[src/rtl/sr_drv_pkg.sv]
package sr_drv_pkg;

  // One-hot sequencer states; each pin decodes from a single state bit.
  typedef enum logic [4:0] {
    ST_IDLE  = 5'b00001,
    ST_FETCH = 5'b00010,
    ST_SETUP = 5'b00100,
    ST_HIGH  = 5'b01000,
    ST_LATCH = 5'b10000
  } sr_state_e;

endpackage

[src/rtl/sr_phase_timer.sv]
module sr_phase_timer #(
  parameter int DIV = 4
) (
  input  logic clk,
  input  logic rst_n,
  input  logic run,
  output logic tick
);

  localparam int DCW = (DIV > 1) ? $clog2(DIV) : 1;

  logic [DCW-1:0] cnt_q;

  // tick marks the last cycle of a phase that lasts DIV cycles
  assign tick = run && (cnt_q == DCW'(DIV - 1));

  always_ff @(posedge clk or negedge rst_n) begin
    if (!rst_n) begin
      cnt_q <= '0;
    end else if (!run || tick) begin
      cnt_q <= '0;
    end else begin
      cnt_q <= cnt_q + 1'b1;
    end
  end

endmodule

[src/rtl/sr_byte_shifter.sv]
module sr_byte_shifter #(
  parameter int W = 8
) (
  input  logic         clk,
  input  logic         rst_n,
  input  logic         load,
  input  logic [W-1:0] load_data,
  input  logic         advance,
  output logic         msb,
  output logic         last_bit
);

  localparam int IW = (W > 1) ? $clog2(W) : 1;

  logic [W-1:0]  sreg_q;
  logic [IW-1:0] idx_q;

  assign msb      = sreg_q[W-1];
  assign last_bit = (idx_q == '0);

  always_ff @(posedge clk or negedge rst_n) begin
    if (!rst_n) begin
      sreg_q <= '1;
      idx_q  <= '0;
    end else if (load) begin
      sreg_q <= load_data;
      idx_q  <= IW'(W - 1);
    end else if (advance) begin
      sreg_q <= {sreg_q[W-2:0], 1'b1};
      idx_q  <= idx_q - 1'b1;
    end
  end

endmodule

[src/rtl/sr_seq_ctrl.sv]
module sr_seq_ctrl
  import sr_drv_pkg::*;
#(
  parameter int CNT_W = 8
) (
  input  logic             clk,
  input  logic             rst_n,
  input  logic             start,
  input  logic [CNT_W-1:0] start_count,
  input  logic             in_valid,
  input  logic             tick,
  input  logic             last_bit,
  output sr_state_e        state,
  output logic             load,
  output logic             advance,
  output logic             run,
  output logic             in_ready,
  output logic             busy,
  output logic             done
);

  sr_state_e        state_q, state_d;
  logic [CNT_W-1:0] left_q;
  logic             byte_end;
  logic             done_q;

  assign state    = state_q;
  assign busy     = (state_q != ST_IDLE);
  assign in_ready = (state_q == ST_FETCH);
  assign run      = (state_q == ST_SETUP) || (state_q == ST_HIGH) || (state_q == ST_LATCH);
  assign done     = done_q;

  always_comb begin
    state_d  = state_q;
    load     = 1'b0;
    advance  = 1'b0;
    byte_end = 1'b0;
    unique case (state_q)
      ST_IDLE: begin
        if (start) begin
          state_d = (start_count == '0) ? ST_LATCH : ST_FETCH;
        end
      end
      ST_FETCH: begin
        if (in_valid) begin
          load    = 1'b1;
          state_d = ST_SETUP;
        end
      end
      ST_SETUP: begin
        if (tick) begin
          state_d = ST_HIGH;
        end
      end
      ST_HIGH: begin
        if (tick) begin
          if (!last_bit) begin
            advance = 1'b1;
            state_d = ST_SETUP;
          end else begin
            byte_end = 1'b1;
            state_d  = (left_q == CNT_W'(1)) ? ST_LATCH : ST_FETCH;
          end
        end
      end
      ST_LATCH: begin
        if (tick) begin
          state_d = ST_IDLE;
        end
      end
      default: state_d = ST_IDLE;
    endcase
  end

  always_ff @(posedge clk or negedge rst_n) begin
    if (!rst_n) begin
      state_q <= ST_IDLE;
      left_q  <= '0;
      done_q  <= 1'b0;
    end else begin
      state_q <= state_d;
      done_q  <= (state_q == ST_LATCH) && tick;
      if ((state_q == ST_IDLE) && start) begin
        left_q <= start_count;
      end else if (byte_end) begin
        left_q <= left_q - 1'b1;
      end
    end
  end

endmodule

[src/rtl/chain_sr_driver.sv]
module chain_sr_driver
  import sr_drv_pkg::*;
#(
  parameter int DIV    = 4,
  parameter int DATA_W = 8,
  parameter int CNT_W  = 8
) (
  input  logic              clk,
  input  logic              rst_n,
  input  logic              start,
  input  logic [CNT_W-1:0]  start_count,
  output logic              busy,
  output logic              done,
  input  logic              in_valid,
  input  logic [DATA_W-1:0] in_data,
  output logic              in_ready,
  output logic              sr_data,
  output logic              sr_clk,
  output logic              sr_latch_n
);

  generate
    if (DIV < 1) begin : g_bad_div
      $error("DIV must be at least 1");
    end
  endgenerate

  sr_state_e state;
  logic      tick, run, load, advance, msb, last_bit;

  sr_phase_timer #(.DIV(DIV)) u_timer (
    .clk  (clk),
    .rst_n(rst_n),
    .run  (run),
    .tick (tick)
  );

  sr_byte_shifter #(.W(DATA_W)) u_shift (
    .clk      (clk),
    .rst_n    (rst_n),
    .load     (load),
    .load_data(in_data),
    .advance  (advance),
    .msb      (msb),
    .last_bit (last_bit)
  );

  sr_seq_ctrl #(.CNT_W(CNT_W)) u_seq (
    .clk        (clk),
    .rst_n      (rst_n),
    .start      (start),
    .start_count(start_count),
    .in_valid   (in_valid),
    .tick       (tick),
    .last_bit   (last_bit),
    .state      (state),
    .load       (load),
    .advance    (advance),
    .run        (run),
    .in_ready   (in_ready),
    .busy       (busy),
    .done       (done)
  );

  // Pins decode straight from one-hot state bits.
  assign sr_clk     = (state == ST_HIGH);
  assign sr_latch_n = (state != ST_LATCH);
  assign sr_data    = ((state == ST_SETUP) || (state == ST_HIGH)) ? msb : 1'b1;

endmodule

[config.mk]
export PLATFORM = sky130hd
export DESIGN_NAME = chain_sr_driver
export DESIGN_NICKNAME = d
export VERILOG_FILES = /design/src/rtl/sr_drv_pkg.sv /design/src/rtl/sr_phase_timer.sv /design/src/rtl/sr_byte_shifter.sv /design/src/rtl/sr_seq_ctrl.sv /design/src/rtl/chain_sr_driver.sv
export SDC_FILE = /design/constraint.sdc
export NUM_CORES = 1
export LEC_CHECK = 0
export BUFFER_PORTS_ARGS = -buffer_cell sky130_fd_sc_hd__buf_2
export CAP_MARGIN = 20
export CORE_UTILIZATION = 55
export CTS_CLUSTER_SIZE = 14
export DETAILED_ROUTE_END_ITERATION = 8
export GPL_ROUTABILITY_DRIVEN = 0
export PLACE_DENSITY = 0.78
export SLEW_MARGIN = 20
export SYNTH_ARGS = -nofsm -noshare
export SYNTH_HDL_FRONTEND = slang
export SYNTH_SLANG_ARGS = --single-unit
[constraint.sdc]
create_clock -name clk -period 2.35 [get_ports clk]
set_input_delay 0.47 -clock clk [delete_from_list [all_inputs] [get_ports clk]]
set_output_delay 0.47 -clock clk [all_outputs]
set_load 0.01 [all_outputs]
==> results by group, run 1 <==
Logic synthesis
  – Number of flops mapped to enable cells by yosys: 0
  – Synth cell count leaders: dfrtp_1, nor2_1, inv_1, nand2_1, dfstp_2
  – Post-synthesis net count: 186
  – Yosys top cell area share: 28.5%
  – Register area share after synthesis: roughly 43%
  – Synthesized area per cell: just under 10 um^2
  – Dominant cell by count in the synthesized netlist: dfrtp_1
  – YS warnings: 0
  – Post-synth top area cell: dfrtp_1
  – Mapped cell area: around 1600 um^2
  – Yosys cell types: 49
  – Yosys reg bits: 27
  – Area contributors post-synth: dfrtp_1, dfstp_2, ha_1
  – Post-synthesis cell count: 161
  – FFs w/ async S/R, synth: between 90% and 100%
  – Top_reg_cell synth: dfrtp_1

STA
  – Setup TNS Final: 0 ps
  – Final hold vios: 0
  – Unrepaired setup endpoints after global routing: false
  – Final period utilization: a little over nine tenths
  – Rel. slew slack: 61.0%
  – Fin. max-slew vios: 0
  – Hold Slack: 110 ps
  – Min Tclk post-route: roughly 2300 ps
  – Worst-margin pin slew: between 500 and 600 ps
  – Clk_skew: ~8.9 ps
  – Setup Viol. Count Final: 0
  – Fmax: roughly 440 MHz

Global route
  – Total grt overflow: 0
  – Top Usage Layer GRT: met2
  – GRT met3 Usage: 3.95%
  – GRT Resource Usage Total: 24.6%
  – Pin count of the biggest net entering global routing: 28
  – Initial antenna violation count: 0
  – Vias in the first global route: about 1400
  – GRT met2 Usage: about two fifths
  – First-pass GRT wire length: about 6000 um
  – Met1 track demand over resource: between 20% and 30%

Cells and area
  – Diode count: 0
  – Fillers: 220
  – Area Growth Syn to Fin: 9.80%
  – Area of the multi-input gates: approximately 800 um^2
  – Layout cells sized above 1: 24.9%
  – Register area: between 600 and 700 um^2
  – Nets: approximately 210
  – Post-route design area: roughly 1700 um^2

Drt
  – Vias: around 1400
  – Drt drc: 0
  – DR vias/cell: between 6 and 7
  – Post-route antenna net violation count: 0
  – DR iter-0 viols: 72
  – Routed len/inst: ~16 um
  – Drt pass-1 iters: 4
  – Drt total wl: 3430 um

Placed design
  – Area after DPL: 1710 um^2
  – Port bufs: 25
  – Post-DP HPWL: 2600 um

Clock tree
  – CTS max path bufs: 2
  – Post-CTS sizing: 0
  – Clk Latency, worst-skew pair: around 330 ps
  – Htree depth: 1
  – Total CTS buffers: 3
  – Setup Fix Bufs, Post-CTS: 0
  – Clk slew on worst S/H paths: 150 ps
  – CTS tree: yes
  – Root Buffer: clkbuf_4
  – Clk sinks: 27
  – Hold_buf cts: 0

Floorplanning
  – Die Footprint: roughly 3100 um^2
  – I/O pin cnt: 26
  – FP Rows: 19
  – Die H: about 56 um
  – Core Region: roughly 2700 um^2
  – Initial Util: around 58%
  – Die Wd: roughly 56 um

Critical path
  – WP buf/inv: 1
  – Worst EP arrival: 1800 ps
  – Crit path kind: flop to output port
  – Max Fanout on Critical Path: 10
  – CP max-delay cell: dfrtp_1
  – Worst path max stage delay: between 500 and 600 ps
  – Cell family with the largest share of critical-path delay: simple AND/OR/NAND/NOR gates
  – Crit path launch type: flop
  – Required @ worst endpoint: 1880 ps
  – Crit path capture type: output port
  – Critical path cell sequence: or3_4 -> or3_1 -> buf_2

Run status
  – Status: finished, final reports clean

Flow run
  – MaxCap Viol Count: 0

Power and ir drop
  – Leak: slightly below 0.0008 uW
  – Max IR drop VDD: between 0.7 and 0.8 mV
  – Power Density: 986 nW/um^2

Hold path
  – Min-Delay Path Class: input port to async pin
-- worst paths after layout --
kind	from	to	slack (ps)	cells past startpoint
hold / removal	rst_n	u_seq.left_q[3]$_DFFE_PN0P_	110	1
min in group clk	in_data[7]	u_shift.sreg_q[7]$_DFFE_PN1P_	330	3
setup reg to reg	u_seq.state[4]$_DFFE_PN0P_	u_shift.sreg_q[2]$_DFFE_PN1P_	400	5
hold reg to reg	u_timer.cnt_q[0]$_DFF_PN0_	u_timer.cnt_q[0]$_DFF_PN0_	440	1
setup / recovery	u_seq.state[4]$_DFFE_PN0P_	sr_data	80	3
max in group asynchronous	rst_n	u_shift.sreg_q[2]$_DFFE_PN1P_	1850	1
-- stage by stage --
stage          instances  utilization, %  worst slack (ps)  total power (uW)
3_5_place_dp         212            62.6               447              1510
4_1_cts              216            63.6               103              1710
3_3_place_gp         212            62.6               481              1470
2_1_floorplan        161               -               532              1350
6_report             216            63.6              85.0              1710
5_1_grt              216            63.6              2.30              1840
-- routing by layer --
| metal | share of wire, % | up-vias |
|---|---|---|
| met5 | 0 | - |
| met4 | 2.9 | 0 |
| met3 | 5.0 | 11 |
| met2 | 50 | 45 |
| met1 | 42 | 644 |
| li1 | - | 653 |
-- state kept, by name (all words and copies together) (netlist names) --
name and flops:
u_seq.left_q 8, u_seq.done 1, u_shift.sreg_q 8, u_shift.idx_q 3, u_timer.cnt_q 2, u_seq.state 5
-- final cells by class --
class                           count  area share, %
Clock buffer                        4           1.51
Inverter                           12           2.59
Multi-Input combinational cell    114           45.6
Sequential cell                    27           39.5
Tap cell                           31           2.23
Timing Repair Buffer               28           8.50
-- power breakdown --
part,switching [uW],internal [uW]
combinational,350,298
sequential,167,693
clock,140,66.7
total,657,1060
-- kinds of logic after synthesis --
family                     after synthesis  share of synthesized area [%]
buffers and inverters                   20                           6.48
muxes                                    3                           1.98
and+or+nand+nor                         58                           20.7
xor gates and xnor gates                 3                           1.66
adders and majority gates                5                           3.95
DFF                                     27                           43.4
AOI/OAI and AO/OA                       45                           21.8
-- layout by cell type, fill, tap and decap left out, types with 5 or more instances in the layout --
cell,synthesis,routed
o21ai_0,5,5
a22o_1,5,5
buf_2,1,25
dfrtp_1,18,18
inv_1,12,12
dfstp_2,9,9
nor2_1,14,14
nand2_1,10,10
a21o_1,5,5
ha_1,5,5
nor3_1,5,5
-- worst register-to-register path, delay by kind of cell (launching register included) --
kind / cells / cell delay [ps]
compound gates: 2 / 230
buf+inv: 1 / 250
flops: 1 / 520
simple gates: 2 / 900
(Power assumes the default switching activity.)
==> inputs of run 2 (changes only) <==
--- a/config.mk
+++ b/config.mk
@@ -11,7 +11,8 @@
 export CTS_CLUSTER_SIZE = 14
 export DETAILED_ROUTE_END_ITERATION = 8
 export GPL_ROUTABILITY_DRIVEN = 0
-export PLACE_DENSITY = 0.78
+export PLACE_DENSITY_LB_ADDON = 0.3
+export SETUP_SLACK_MARGIN = 0.1
 export SLEW_MARGIN = 20
 export SYNTH_ARGS = -nofsm -noshare
 export SYNTH_HDL_FRONTEND = slang
==> run 2 against run 1 <==
- the flow now finishes with violations (design-rule violations)
- hold slack better by 5.7 ps
- critical path type unchanged
- register-to-register slack better by 50 ps
- via count grew 4.4%
- sequential power is 0.9% lower
- sequential share of layout area shrank 0.91 points
- cell area is 2.7% higher
==> results by group, run 2 (synthesis gave the netlist of run 1 again) <==
Cells and area
  – Most common cell after layout, fill and taps aside: buf_2 (unchanged)
  – Most frequent cells in the layout: buf_2, dfrtp_1, nor2_1, inv_1, nand2_1 (unchanged)
  – Area Growth Syn to Fin: 12.8% (was 9.80%)
  – Diode count: 0 (unchanged)
  – Layout cells sized above 1: 28.3% (was 24.9%)
  – Nets: 217 (was 211)

Critical path
  – WP buf/inv: 2 (was 1)
  – Worst path max stage delay: 480 ps (was 520 ps)
  – Cell family with the largest share of critical-path delay: simple AND/OR/NAND/NOR gates (unchanged)
  – Required @ worst endpoint: 1880 ps (about the same)
  – Worst EP arrival: 1730 ps (was 1800 ps)
  – Crit path kind: flop to output port (unchanged)
  – Crit path launch type: flop (unchanged)
  – CP max-delay cell: dfrtp_1 (unchanged)
  – Max Fanout on Critical Path: 8 (was 10)
  – Crit path capture type: output port (unchanged)
  – Critical path cell sequence: nor2_1 -> and3_1 -> inv_1 -> buf_2 (was or3_4 -> or3_1 -> buf_2)

STA
  – Setup TNS Final: 0 ps (unchanged)
  – Min Tclk post-route: 2200 ps (was 2270 ps)
  – Final period utilization: 93.8% (was 96.4%)
  – Worst-margin pin slew: 574 ps (was 585 ps)
  – Fin. max-slew vios: 0 (unchanged)
  – Setup Viol. Count Final: 0 (unchanged)
  – Hold Slack: 116 ps (was 110 ps)
  – Rel. slew slack: 61.7% (was 61.0%)
  – Fmax: 454 MHz (was 441 MHz)
  – Clk_skew: 3.49 ps (was 8.94 ps)
  – Unrepaired setup endpoints after global routing: true (was false)
  – Final hold vios: 0 (unchanged)

Global route
  – Initial antenna violation count: 0 (unchanged)
  – Total grt overflow: 0 (unchanged)
  – First-pass GRT wire length: 5910 um (was 6010 um)
  – Pin count of the biggest net entering global routing: 28 (unchanged)
  – GRT Resource Usage Total: 24.2% (was 24.6%)
  – Vias in the first global route: 1338 (was 1356)

Drt
  – DR iter-0 viols: 117 (was 72)
  – Drt total wl: 3510 um (was 3430 um)
  – Post-route antenna net violation count: 0 (unchanged)
  – DR vias/cell: 6.36 (was 6.26)
  – Metal2 WL: 1730 um (was 1720 um)
  – Top Metal Used: met4 (unchanged)
  – Drt drc: 2 (was 0)
  – Drt pass-1 iters: 7 (was 4)
  – Vias: 1413 (was 1353)
  – Routed len/inst: 15.8 um (was 15.9 um)
  – Met3 WL post-DR: 200 um (was 171 um)
  – Met1 WL: 1510 um (was 1440 um)

Power and ir drop
  – Power Density: 984 nW/um^2 (was 986 nW/um^2)
  – Leak: 0.000813 uW (was 0.000784 uW)
  – Max IR drop VDD: 0.796 mV (was 0.775 mV)

Clock tree
  – CTS max path bufs: 2 (unchanged)
  – Total CTS buffers: 3 (unchanged)
  – Clk sinks: 27 (unchanged)
  – Htree depth: 1 (unchanged)
  – Hold_buf cts: 0 (unchanged)
  – Root Buffer: clkbuf_4 (unchanged)
  – Clk slew on worst S/H paths: 140 ps (was 150 ps)
  – Clk Latency, worst-skew pair: 330 ps (about the same)
  – CTS tree: yes (unchanged)

Floorplanning
  – Core Region: 2730 um^2 (unchanged)
  – Die Wd: 55.6 um (unchanged)
  – Initial Util: 57.9% (unchanged)
  – Die H: 55.6 um (unchanged)
  – FP Rows: 19 (unchanged)
  – I/O pin cnt: 26 (unchanged)
  – Die Footprint: 3100 um^2 (unchanged)

Hold path
  – Min-Delay Path Class: input port to async pin (unchanged)

Placed design
  – Post-DP HPWL: 2610 um (was 2600 um)
  – Port bufs: 25 (unchanged)

Flow run
  – MaxCap Viol Count: 0 (unchanged)

Run status
  – Status: finished, violations left (was finished, final reports clean)
  – Failing checks: design-rule violations
-- run 2: cell count changes in the layout (fill, tap and decap cells not counted) --
| cell | change |
|---|---|
| dfrtp_2 | +2 |
| buf_4 | +6 |
| dfrtp_1 | -2 |
-- run 2: what timing repair did --
action | 4_1_cts | 5_1_grt
buffers inserted | 0 | 4
endpoints found under the setup margin | 0 | 2
gates resized for setup | 0 | 2
-- run 2: worst paths after layout --
check	depth (start not counted)	slack, ps	from	endpoint
setup reg to reg	4	450	u_seq.state[3]$_DFFE_PN0P_	u_seq.left_q[3]$_DFFE_PN0P_
hold reg to reg	1	440	u_timer.cnt_q[0]$_DFF_PN0_	u_timer.cnt_q[0]$_DFF_PN0_
max in group asynchronous	1	1830	rst_n	u_seq.state[1]$_DFFE_PN0P_
hold / removal	1	120	rst_n	u_seq.left_q[0]$_DFFE_PN0P_
min in group clk	3	330	in_data[7]	u_shift.sreg_q[7]$_DFFE_PN1P_
setup / recovery	4	150	u_seq.state[3]$_DFFE_PN0P_	busy
-- run 2: layout make-up --
type	instances	area (um^2)
fillers	216	948
well taps	31	38.8
inverters	12	45.0
multi-input cells	114	793
clock buffers	4	26.3
flip-flops and latches	27	689
repair buffers	34	193
-- run 2: metal layers --
metal,vias up,GRT usage (%)
met5,-,0
met4,0,9.64
met3,9,3.26
met2,60,41.5
met1,683,31.1
li1,661,-
-- run 2: report_power, final --
group | internal, uW | switching (uW)
sequential | 694 | 158
clock | 66.7 | 133
combinational | 326 | 378
-- run 2: through the flow --
stage,worst slack [ps],utilization (%),cell area [um^2],total power (uW),instances
6_report,147,65.3,1790,1760,222
5_1_grt,87.9,65.3,1790,1880,222
3_3_place_gp,525,63.2,1730,1470,214
2_1_floorplan,532,-,1580,1350,161
3_5_place_dp,485,63.2,1730,1520,214
4_1_cts,107,64.1,1750,1710,218
